**src/rtl/div_pkg.sv**
```systemverilog
package div_pkg;
  typedef enum logic [2:0] {
    PH_IDLE  = 3'd0,
    PH_SETUP = 3'd1,
    PH_STEP  = 3'd2,
    PH_FIX   = 3'd3,
    PH_SIGN  = 3'd4
  } phase_e;

  // non-step cycles: setup, remainder fix, sign correction
  localparam int unsigned EXTRA_CYCLES = 3;
endpackage

```
**src/rtl/div_operand_prep.sv**
```systemverilog
module div_operand_prep #(
  parameter int unsigned W = 16
) (
  input  logic [2*W-1:0] dividend,
  input  logic [W-1:0]   divisor,
  input  logic           wide,
  input  logic           sgn,
  output logic [2*W-1:0] mag_a,
  output logic [W:0]     mag_d,
  output logic           neg_q,
  output logic           neg_r,
  output logic           d_zero
);
  logic [2*W-1:0] ext_a;
  logic [W:0]     ext_d;
  logic           a_neg;
  logic           d_neg;

  always_comb begin
    if (wide) begin
      ext_a = dividend;
    end else if (sgn) begin
      ext_a = {{W{dividend[W-1]}}, dividend[W-1:0]};
    end else begin
      ext_a = {{W{1'b0}}, dividend[W-1:0]};
    end
    a_neg  = sgn & ext_a[2*W-1];
    d_neg  = sgn & divisor[W-1];
    ext_d  = {d_neg, divisor};
    mag_a  = a_neg ? (~ext_a + 1'b1) : ext_a;
    mag_d  = d_neg ? (~ext_d + 1'b1) : ext_d;
    neg_q  = a_neg ^ d_neg;
    neg_r  = a_neg;
    d_zero = (divisor == '0);
  end
endmodule

```
**src/rtl/div_restore_step.sv**
```systemverilog
module div_restore_step #(
  parameter int unsigned W = 16
) (
  input  logic [W:0]   part_r,
  input  logic [W-1:0] part_q,
  input  logic [W:0]   dvsr,
  output logic [W:0]   next_r,
  output logic [W-1:0] next_q
);
  logic [W:0] trial;
  logic       fits;

  // part_r stays below 2**W, so its top bit is dropped by the shift
  always_comb begin
    trial  = {part_r[W-1:0], part_q[W-1]};
    fits   = (trial >= dvsr);
    next_r = fits ? (trial - dvsr) : trial;
    next_q = {part_q[W-2:0], fits};
  end

  logic unused_top;
  assign unused_top = part_r[W];
endmodule

```
**src/rtl/div_sign_fix.sv**
```systemverilog
module div_sign_fix #(
  parameter int unsigned W = 16
) (
  input  logic [W-1:0] qmag,
  input  logic [W-1:0] rmag,
  input  logic         neg_q,
  input  logic         neg_r,
  input  logic         sgn,
  output logic [W-1:0] quot,
  output logic [W-1:0] rem,
  output logic         range_err
);
  always_comb begin
    quot = neg_q ? (~qmag + 1'b1) : qmag;
    rem  = neg_r ? (~rmag + 1'b1) : rmag;
    // a signed magnitude may reach 2**(W-1) only when the result is negative
    range_err = sgn & qmag[W-1] & (neg_q ? (|qmag[W-2:0]) : 1'b1);
  end
endmodule

```
**src/rtl/seq_divider.sv**
```systemverilog
module seq_divider #(
  parameter int unsigned DATA_W = 16
) (
  input  logic                  clk,
  input  logic                  rst_n,
  input  logic                  start_i,
  input  logic                  wide_i,
  input  logic                  signed_i,
  input  logic                  suspend_i,
  input  logic [2*DATA_W-1:0]   dividend_i,
  input  logic [DATA_W-1:0]     divisor_i,
  output logic                  busy_o,
  output logic                  done_o,
  output logic [DATA_W-1:0]     quot_o,
  output logic [DATA_W-1:0]     rem_o,
  output logic                  err_o
);
  import div_pkg::*;

  localparam int unsigned DVD_W = 2 * DATA_W;
  localparam int unsigned CNT_W = $clog2(DATA_W);
  localparam logic [CNT_W-1:0] LAST_STEP = CNT_W'(DATA_W - 1);

  // reset: asynchronous assertion, synchronous release
  logic [1:0] rst_sync_q;
  logic       rst_ni;
  always_ff @(posedge clk or negedge rst_n) begin
    if (!rst_n) rst_sync_q <= 2'b00;
    else        rst_sync_q <= {rst_sync_q[0], 1'b1};
  end
  assign rst_ni = rst_sync_q[1];

  // state
  phase_e            phase_q, phase_d;
  logic [CNT_W-1:0]  cnt_q, cnt_d;
  logic [DATA_W:0]   prem_q, prem_d;
  logic [DATA_W-1:0] pquo_q, pquo_d;
  logic [DATA_W:0]   dvsr_q, dvsr_d;
  logic              negq_q, negq_d;
  logic              negr_q, negr_d;
  logic              flag_q, flag_d;
  logic [DVD_W-1:0]  opa_q;
  logic [DATA_W-1:0] opb_q;
  logic              wide_q, sgn_q;
  logic              done_d;

  // clock enables
  logic op_ld;
  logic run_en;
  logic out_ld;

  // datapath wires
  logic [DVD_W-1:0]  mag_a;
  logic [DATA_W:0]   mag_d;
  logic              prep_negq, prep_negr, prep_zero;
  logic [DATA_W:0]   step_r;
  logic [DATA_W-1:0] step_q;
  logic [DATA_W-1:0] fix_quot, fix_rem;
  logic              fix_range;
  logic              hi_ovf;

  div_operand_prep #(.W(DATA_W)) u_prep (
    .dividend (opa_q),
    .divisor  (opb_q),
    .wide     (wide_q),
    .sgn      (sgn_q),
    .mag_a    (mag_a),
    .mag_d    (mag_d),
    .neg_q    (prep_negq),
    .neg_r    (prep_negr),
    .d_zero   (prep_zero)
  );

  div_restore_step #(.W(DATA_W)) u_step (
    .part_r (prem_q),
    .part_q (pquo_q),
    .dvsr   (dvsr_q),
    .next_r (step_r),
    .next_q (step_q)
  );

  div_sign_fix #(.W(DATA_W)) u_fix (
    .qmag      (pquo_q),
    .rmag      (prem_q[DATA_W-1:0]),
    .neg_q     (negq_q),
    .neg_r     (negr_q),
    .sgn       (sgn_q),
    .quot      (fix_quot),
    .rem       (fix_rem),
    .range_err (fix_range)
  );

  assign busy_o = (phase_q != PH_IDLE);
  assign op_ld  = (phase_q == PH_IDLE) & start_i;
  assign run_en = busy_o & ~suspend_i;
  assign out_ld = (phase_q == PH_SIGN) & ~suspend_i;
  // a quotient above 2**DATA_W-1 shows as an upper half not below the divisor
  assign hi_ovf = ({1'b0, mag_a[DVD_W-1:DATA_W]} >= mag_d);

  // next state
  always_comb begin
    phase_d = phase_q;
    cnt_d   = cnt_q;
    prem_d  = prem_q;
    pquo_d  = pquo_q;
    dvsr_d  = dvsr_q;
    negq_d  = negq_q;
    negr_d  = negr_q;
    flag_d  = flag_q;
    done_d  = 1'b0;
    unique case (phase_q)
      PH_IDLE: begin
        if (start_i) phase_d = PH_SETUP;
      end
      PH_SETUP: begin
        phase_d = PH_STEP;
        cnt_d   = '0;
        prem_d  = {1'b0, mag_a[DVD_W-1:DATA_W]};
        pquo_d  = mag_a[DATA_W-1:0];
        dvsr_d  = mag_d;
        negq_d  = prep_negq;
        negr_d  = prep_negr;
        flag_d  = prep_zero | hi_ovf;
      end
      PH_STEP: begin
        prem_d = step_r;
        pquo_d = step_q;
        cnt_d  = cnt_q + 1'b1;
        if (cnt_q == LAST_STEP) phase_d = PH_FIX;
      end
      PH_FIX: begin
        flag_d  = flag_q | fix_range;
        phase_d = PH_SIGN;
      end
      PH_SIGN: begin
        done_d  = 1'b1;
        phase_d = PH_IDLE;
      end
      default: phase_d = PH_IDLE;
    endcase
  end

  // sequencing registers
  always_ff @(posedge clk or negedge rst_ni) begin
    if (!rst_ni) begin
      phase_q <= PH_IDLE;
      cnt_q   <= '0;
      prem_q  <= '0;
      pquo_q  <= '0;
      dvsr_q  <= '0;
      negq_q  <= 1'b0;
      negr_q  <= 1'b0;
      flag_q  <= 1'b0;
    end else if (op_ld | run_en) begin
      phase_q <= phase_d;
      cnt_q   <= cnt_d;
      prem_q  <= prem_d;
      pquo_q  <= pquo_d;
      dvsr_q  <= dvsr_d;
      negq_q  <= negq_d;
      negr_q  <= negr_d;
      flag_q  <= flag_d;
    end
  end

  // operand capture
  always_ff @(posedge clk or negedge rst_ni) begin
    if (!rst_ni) begin
      opa_q  <= '0;
      opb_q  <= '0;
      wide_q <= 1'b0;
      sgn_q  <= 1'b0;
    end else if (op_ld) begin
      opa_q  <= dividend_i;
      opb_q  <= divisor_i;
      wide_q <= wide_i;
      sgn_q  <= signed_i;
    end
  end

  // result registers
  always_ff @(posedge clk or negedge rst_ni) begin
    if (!rst_ni) begin
      quot_o <= '0;
      rem_o  <= '0;
      err_o  <= 1'b0;
    end else if (out_ld) begin
      quot_o <= fix_quot;
      rem_o  <= fix_rem;
      err_o  <= flag_q;
    end
  end

  always_ff @(posedge clk or negedge rst_ni) begin
    if (!rst_ni) done_o <= 1'b0;
    else         done_o <= done_d & run_en;
  end
endmodule

```
**config.mk**
```make
export PLATFORM = sky130hd
export DESIGN_NAME = seq_divider
export DESIGN_NICKNAME = d
export VERILOG_FILES = /design/src/rtl/div_pkg.sv /design/src/rtl/div_operand_prep.sv /design/src/rtl/div_restore_step.sv /design/src/rtl/div_sign_fix.sv /design/src/rtl/seq_divider.sv
export SDC_FILE = /design/constraint.sdc
export NUM_CORES = 1
export LEC_CHECK = 0
export ABC_AREA = 0
export BUFFER_PORTS_ARGS = -buffer_cell sky130_fd_sc_hd__buf_2
export CAP_MARGIN = 25
export CORE_ASPECT_RATIO = 0.9
export CORE_MARGIN = 3
export CORE_UTILIZATION = 25
export DETAILED_ROUTE_END_ITERATION = 7
export PLACE_DENSITY = 0.51
export SYNTH_ARGS = -nofsm -noshare
export SYNTH_HDL_FRONTEND = slang
export SYNTH_SLANG_ARGS = --single-unit
```
**constraint.sdc**
```tcl
create_clock -name clk -period 13.63 [get_ports clk]
set_input_delay 2.0445 -clock clk [delete_from_list [all_inputs] [get_ports clk]]
set_output_delay 2.0445 -clock clk [all_outputs]
set_load 0.05 [all_outputs]
```
==> results of run 1 <==
==> per-stage QoR <==
stage                     instance area (um2)  setup WS, ns
after floorplan                          8820          9.29
after detailed placement                 9670          9.43
final                                   10300          9.42
after global routing                    10300          9.02
after global placement                   9660          9.59
after CTS                               10300          9.39
==> metal layers <==
metal,vias up,GRT usage,share of wire
li1,3580,-,-
met1,3468,0.213,0.52
met2,224,0.186,0.40
met3,28,0.0438,0.071
met4,0,0.0347,0.015
met5,-,0,0
==> logic make-up (layout without fill, tap and decap cells) <==
kind of cell	Yosys count	count (layout)	share of synthesized area
other	1	1	0.000425
xor gates and xnor gates	80	80	0.0794
and+or+nand+nor	300	300	0.159
DFF	145	145	0.411
adders and majority gates	39	39	0.0562
muxes	51	51	0.0640
buffers and inverters	87	167	0.0444
AOI/OAI and AO/OA	269	269	0.186
==> final timing paths <==
path	from	slack, ns	to
min in group clk	rst_sync_q[0]	0.35	rst_sync_q[1]
min reg2reg	rst_sync_q[1]	0.33	opa_q[2]
min	rst_sync_q[1]	0.33	opa_q[2]
max	wide_q	9.42	flag_q
max reg2reg	wide_q	9.42	flag_q
max in group asynchronous	rst_sync_q[1]	11.52	rem_o[2]
==> sequential cells by signal (all words and copies together) (netlist names) <==
name,flops
cnt_q,4
done_o,1
dvsr_q,17
err_o,1
flag_q,1
negq_q,1
negr_q,1
opa_q,32
opb_q,16
phase_q,3
pquo_q,16
prem_q,16
quot_o,16
rem_o,16
rst_sync_q,2
sgn_q,1
wide_q,1
==> Yosys cell counts, types with 8 or more instances <==
cell,number,share of area
dfrtp_1,145,0.41
nand2_1,118,0.050
o21ai_0,106,0.060
a21oi_1,73,0.041
nor2_1,71,0.030
mux2_2,43,0.055
xnor2_1,41,0.041
clkbuf_1,39,0.017
xor2_1,39,0.039
ha_1,38,0.054
inv_1,36,0.015
nand3_1,22,0.012
nor3_1,18,0.010
o31ai_1,11,0.0094
o41ai_1,9,0.0089
and3_1,8,0.0057
mux2i_1,8,0.0091
nand2b_1,8,0.0057
nand4_1,8,0.0057
o211ai_1,8,0.0068
==> area by class of cell <==
type	instances	area, um2	share of cell area
Inverter	36	135	0.0131
Clock buffer	20	447	0.0433
Tap cell	462	578	0.0561
Clock inverter	12	181	0.0176
Sequential cell	145	3630	0.352
Timing Repair Buffer	99	520	0.0505
Multi-Input combinational cell	740	4810	0.467
==> run_results.csv, run 1 <==
group,metric,value,unit
status,status,"finished, final reports clean",
global_route,grt_max_degree,59,
detailed_routing,finalWirelength,25.7,mm
worst_setup_path,cpLargestDelayFamily,"simple AND/OR/NAND/NOR gates",
detailed_routing,vias,7300,
worst_setup_path,worstPathMaxFanout,30,
finish,nets,1132,
global_route,grt_pass1_wl,40.8,mm
detailed_routing,drtIter0Drc,525,
cts,cts_buffers,17,
worst_setup_path,cp_cell_sequence,"mux2i_1 > nand2b_1 > nor2_1 > nor2_1 > a22oi_1 > and2_1 > ha_1 > nand4_1 > inv_1 > nand4_1 > or4_1 > o311ai_0 > o32ai_1 > nor2_1",
synth,ys_warn_count,0,
min_path,hp-class,"reg2async",
placed_design,place_inst,1481,
global_route,grt_usage,0.139,
sta,tightest_slew,0.906,ns
cts,cts-htree-levels,4,
sta,fin_tns_setup,0,ns
finish,fillCellCount,3639,
cts,postCtsSetupRepairBufs,0,
placed_design,portBuffers,88,
cts,numClockSinks,145,
cts,cts_root_buf,"clkbuf_16",
finish,diodes,0,
synth,syn_nets,1065,
worst_setup_path,slowest_stage,"dfrtp_1",
cts,clock_latency,0.44,ns
floorplan,initial_core_util,0.257,
synth,avgSynthCellArea,9.08,um2
sta,rsz0062_at_grt,"false",
finish,finalCoreUtilization,0.300,
cts,clk_path_buf_depth,2,
worst_setup_path,path_class,"reg2reg",
floorplan,die_h,184,um
global_route,grt_pass1_vias,6983,
sta,relSlewSlack,0.396,
worst_setup_path,arrival,4.57,ns
placed_design,dpl.hpwl,19.4,mm
synth,ys_seq_elements,145,
floorplan,core.rowCount,64,
worst_setup_path,worstRegToRegCells,14,
synth,syn_area,0.00882,mm2
synth,synthFlopType,"dfrtp_1",
sta,setup_violations,0,
finish,layout_commonest_cell,"dfrtp_1",
cts,cts-resized-gates,0,
synth,synth_edf_count,0,
sta,clock_skew,0.00988,ns
worst_setup_path,cp.buffers_inverters,1,
sta,whs,0.330,ns
floorplan,placeableCoreArea,0.0344,mm2
finish,instances_no_fill,1514,
worst_setup_path,end_kind,"flop",
finish,syn_to_final_growth,16.8,%
finish,drive_gt1_frac,0.183,
detailed_routing,vias_per_cell,4.82,
synth,yosysUniqueCellTypes,70,
sta,fmax,238,MHz
synth,synth_cells,972,
sta,hold_viol_final,0,
floorplan,die_w,204,um
synth,synth-seq-area-share,0.411,
sta,finalMaxSlewViolations,0,
floorplan,fp.dieArea,0.0376,mm2
floorplan,io_pins,89,
worst_setup_path,cpPeakStageDelay,0.93,ns
worst_setup_path,setup.worst_path.start_class,"flop",
sta,fin_crit_sh,0.309,
placed_design,gp_congestion,0.907,
worst_setup_path,path_common_cell,"nor2_1",
detailed_routing,postRouteAntennaNets,0,
synth,async_reset_ff_frac,1.00,
sta,min_period,4.21,ns
detailed_routing,wl_per_cell,17.0,um
detailed_routing,drc,0,
worst_setup_path,required,13.99,ns
finish,layout_common_cells,"144 x dfrtp_1, 118 x nand2_1, 106 x o21ai_0",
global_route,overflow,0,
worst_setup_path,path_depth,14,
run,cap_viol_max_count,0,
detailed_routing,first_pass_iters,5,
global_route,grt_antenna_before_repair,0,
cts,cts_tree,"yes",
cts,cts.clk_slew.worst_paths,0.06,ns
cts,hold_buffers,0,
Power of run 1 is left out: the tool's default activity adds up to more than one toggle a clock period on the data nets, which glitch-free logic cannot reach.
==> run 2, diff against run 1 <==
--- a/config.mk
+++ b/config.mk
@@ -12,7 +12,7 @@
 export CORE_MARGIN = 3
 export CORE_UTILIZATION = 25
 export DETAILED_ROUTE_END_ITERATION = 7
-export PLACE_DENSITY = 0.51
+export PLACE_DENSITY = 0.53
 export SYNTH_ARGS = -nofsm -noshare
 export SYNTH_HDL_FRONTEND = slang
 export SYNTH_SLANG_ARGS = --single-unit
==> constraint.sdc (replaced) <==
create_clock -name clk -period 3.5 [get_ports clk]
set_input_delay 0.525 -clock clk [delete_from_list [all_inputs] [get_ports clk]]
set_output_delay 0.525 -clock clk [all_outputs]
set_load 0.05 [all_outputs]
==> run 2 against run 1 <==
  * Fmax is 24% higher
  * Critical path depth is 2 lower
  * Die area unchanged
  * Non-clock buffer count increased by 56
  * Clock skew is 0.00056 ns lower
  * Worst setup slack worse by 9.3 ns
  * Count of clock-buffer cells in the layout increased by 1
  * Sequential share of layout area decreased by 1.8 points
  * Hold slack worse by 0.026 ns
  * Core utilization rose by 1.6 points
  * Critical path type unchanged
  * Highest routed layer unchanged
==> run_results.csv, run 2 (same netlist as run 1, synthesis figures left out) <==
group,metric,value,unit
global_route,grt_max_degree,58,
finish,drive_gt1_frac,0.238,
floorplan,initial_core_util,0.257,
worst_setup_path,path_depth,12,
placed_design,dpl.hpwl,20.2,mm
finish,largest_reg_flops,32,
worst_setup_path,required,3.86,ns
worst_setup_path,cpLargestDelayFamily,"simple AND/OR/NAND/NOR gates",
detailed_routing,first_pass_iters,5,
placed_design,gp_congestion,0.899,
global_route,grt_antenna_before_repair,0,
sta,relSlewSlack,0.534,
global_route,grt_use_met1,0.225,
global_route,met2_usage,0.194,
cts,cts.clk_slew.worst_paths,0.06,ns
finish,diodes,0,
status,status,"finished, final reports clean",
global_route,gr-max-usage-layer,"met1",
cts,cts_buffers,17,
placed_design,place_area,0.0101,mm2
detailed_routing,vias_per_cell,4.80,
global_route,grt_usage,0.142,
finish,regMostFlops,"opa_q",
global_route,overflow,0,
sta,hold_viol_final,0,
detailed_routing,postRouteAntennaNets,0,
finish,finalCoreUtilization,0.316,
sta,min_period,3.40,ns
cts,cts-htree-levels,4,
detailed_routing,drc,0,
detailed_routing,finalWirelength,26.2,mm
min_path,whs_path_depth,3,
detailed_routing,wl_per_cell,16.7,um
min_path,hp-class,"in2reg",
sta,whs,0.304,ns
sta,tightest_slew,0.699,ns
worst_setup_path,cp.buffers_inverters,1,
floorplan,die_w,204,um
detailed_routing,drtIter0Drc,505,
finish,syn_to_final_growth,23.1,%
detailed_routing,vias,7531,
worst_setup_path,setup.worst_path.start_class,"flop",
finish,fillCellCount,3646,
global_route,use_met3,0.0309,
sta,fmax,294,MHz
finish,layout_commonest_cell,"dfrtp_1",
global_route,grt_pass1_vias,7243,
global_route,grt_pass1_wl,41.9,mm
finish,nets,1188,
run,cap_viol_max_count,0,
cts,cts_root_buf,"clkbuf_16",
sta,finalMaxSlewViolations,0,
sta,clock_skew,0.00931,ns
finish,reg.largest.list,"opa_q (32), dvsr_q (17)",
floorplan,fp.dieArea,0.0376,mm2
finish,design_area,0.0109,mm2
finish,layout_common_cells,"143 x dfrtp_1, 118 x nand2_1, 106 x o21ai_0",
sta,fin_tns_setup,0,ns
worst_setup_path,cpPeakStageDelay,0.57,ns
worst_setup_path,cp_cell_sequence,"or4_4 > or4b_4 > o41ai_4 > xor2_1 > ha_1 > nand4_1 > inv_1 > nand4_1 > or4_4 > o311ai_4 > o32ai_2 > nor2_1",
floorplan,placeableCoreArea,0.0344,mm2
worst_setup_path,slowest_stage,"or4b_4",
floorplan,die_h,184,um
worst_setup_path,arrival,3.77,ns
worst_setup_path,worstRegToRegCells,12,
worst_setup_path,end_kind,"flop",
sta,setup_violations,0,
sta,rsz0062_at_grt,"true",
worst_setup_path,path_class,"reg2reg",
worst_setup_path,worstPathMaxFanout,4,
floorplan,core.rowCount,64,
floorplan,io_pins,89,
cts,clock_latency,0.43,ns
cts,cts_tree,"yes",
cts,numClockSinks,145,
placed_design,portBuffers,88,
sta,fin_crit_sh,0.972,
cts,clk_path_buf_depth,2,
-- run 2: final timing paths --
| path | start | to | slack, ns |
|---|---|---|---|
| setup / recovery | opa_q[11] | flag_q | 0.1 |
| hold / removal | divisor_i[1] | opb_q[1] | 0.30 |
| setup reg to reg | opa_q[11] | flag_q | 0.1 |
| hold reg to reg | rst_sync_q[1] | opa_q[15] | 0.34 |
| max in group asynchronous | rst_sync_q[1] | dvsr_q[13] | 2.32 |
| min in group asynchronous | rst_sync_q[1] | opa_q[15] | 0.34 |
-- run 2: metal layers --
metal | routed length [um] | up-vias | part of all wire
li1 | - | 3710 | -
met1 | 13800 | 3583 | 0.53
met2 | 10500 | 216 | 0.40
met3 | 1650 | 22 | 0.063
met4 | 314 | 0 | 0.012
met5 | 0 | - | 0
-- run 2: layout make-up --
type / count / area, um2 / share of cell area
clock inverters: 10 / 159 / 0.0146
repair buffers: 155 / 958 / 0.0883
well taps: 462 / 578 / 0.0532
multi-input cells: 740 / 4930 / 0.454
flip-flops and latches: 145 / 3630 / 0.335
inverters: 36 / 135 / 0.0124
clock buffers: 21 / 460 / 0.0424
-- run 2: through the flow --
step / setup slack (ns) / cells
final: 0.0980 / 1569
after global routing: -0.0160 / 1569
after CTS: 0.00400 / 1568
after detailed placement: -0.111 / 1535
after global placement: -0.0430 / 1535
after floorplan: 0.0804 / 972
-- run 2: what timing repair did --
action,in CTS,in global routing
setup endpoints to repair,1,1
buffers inserted,1,1
endpoints found under the hold margin,2,0
cloned,0,0
pin swaps,5,11
hold buffers,1,0
resized for setup,5,18
-- run 2: worst reg2reg max path, delay by kind of cell (launching register included) --
kind / cells / cell delay [ns]
flip-flops: 1 / 0.37
XOR/XNOR: 1 / 0.13
buffers and inverters: 1 / 0.07
adder cells (fa/ha/maj): 1 / 0.31
AO/OA/AOI/OAI: 3 / 0.61
AND/OR/NAND/NOR: 6 / 1.86
Power of run 2 is left out for the same reason.
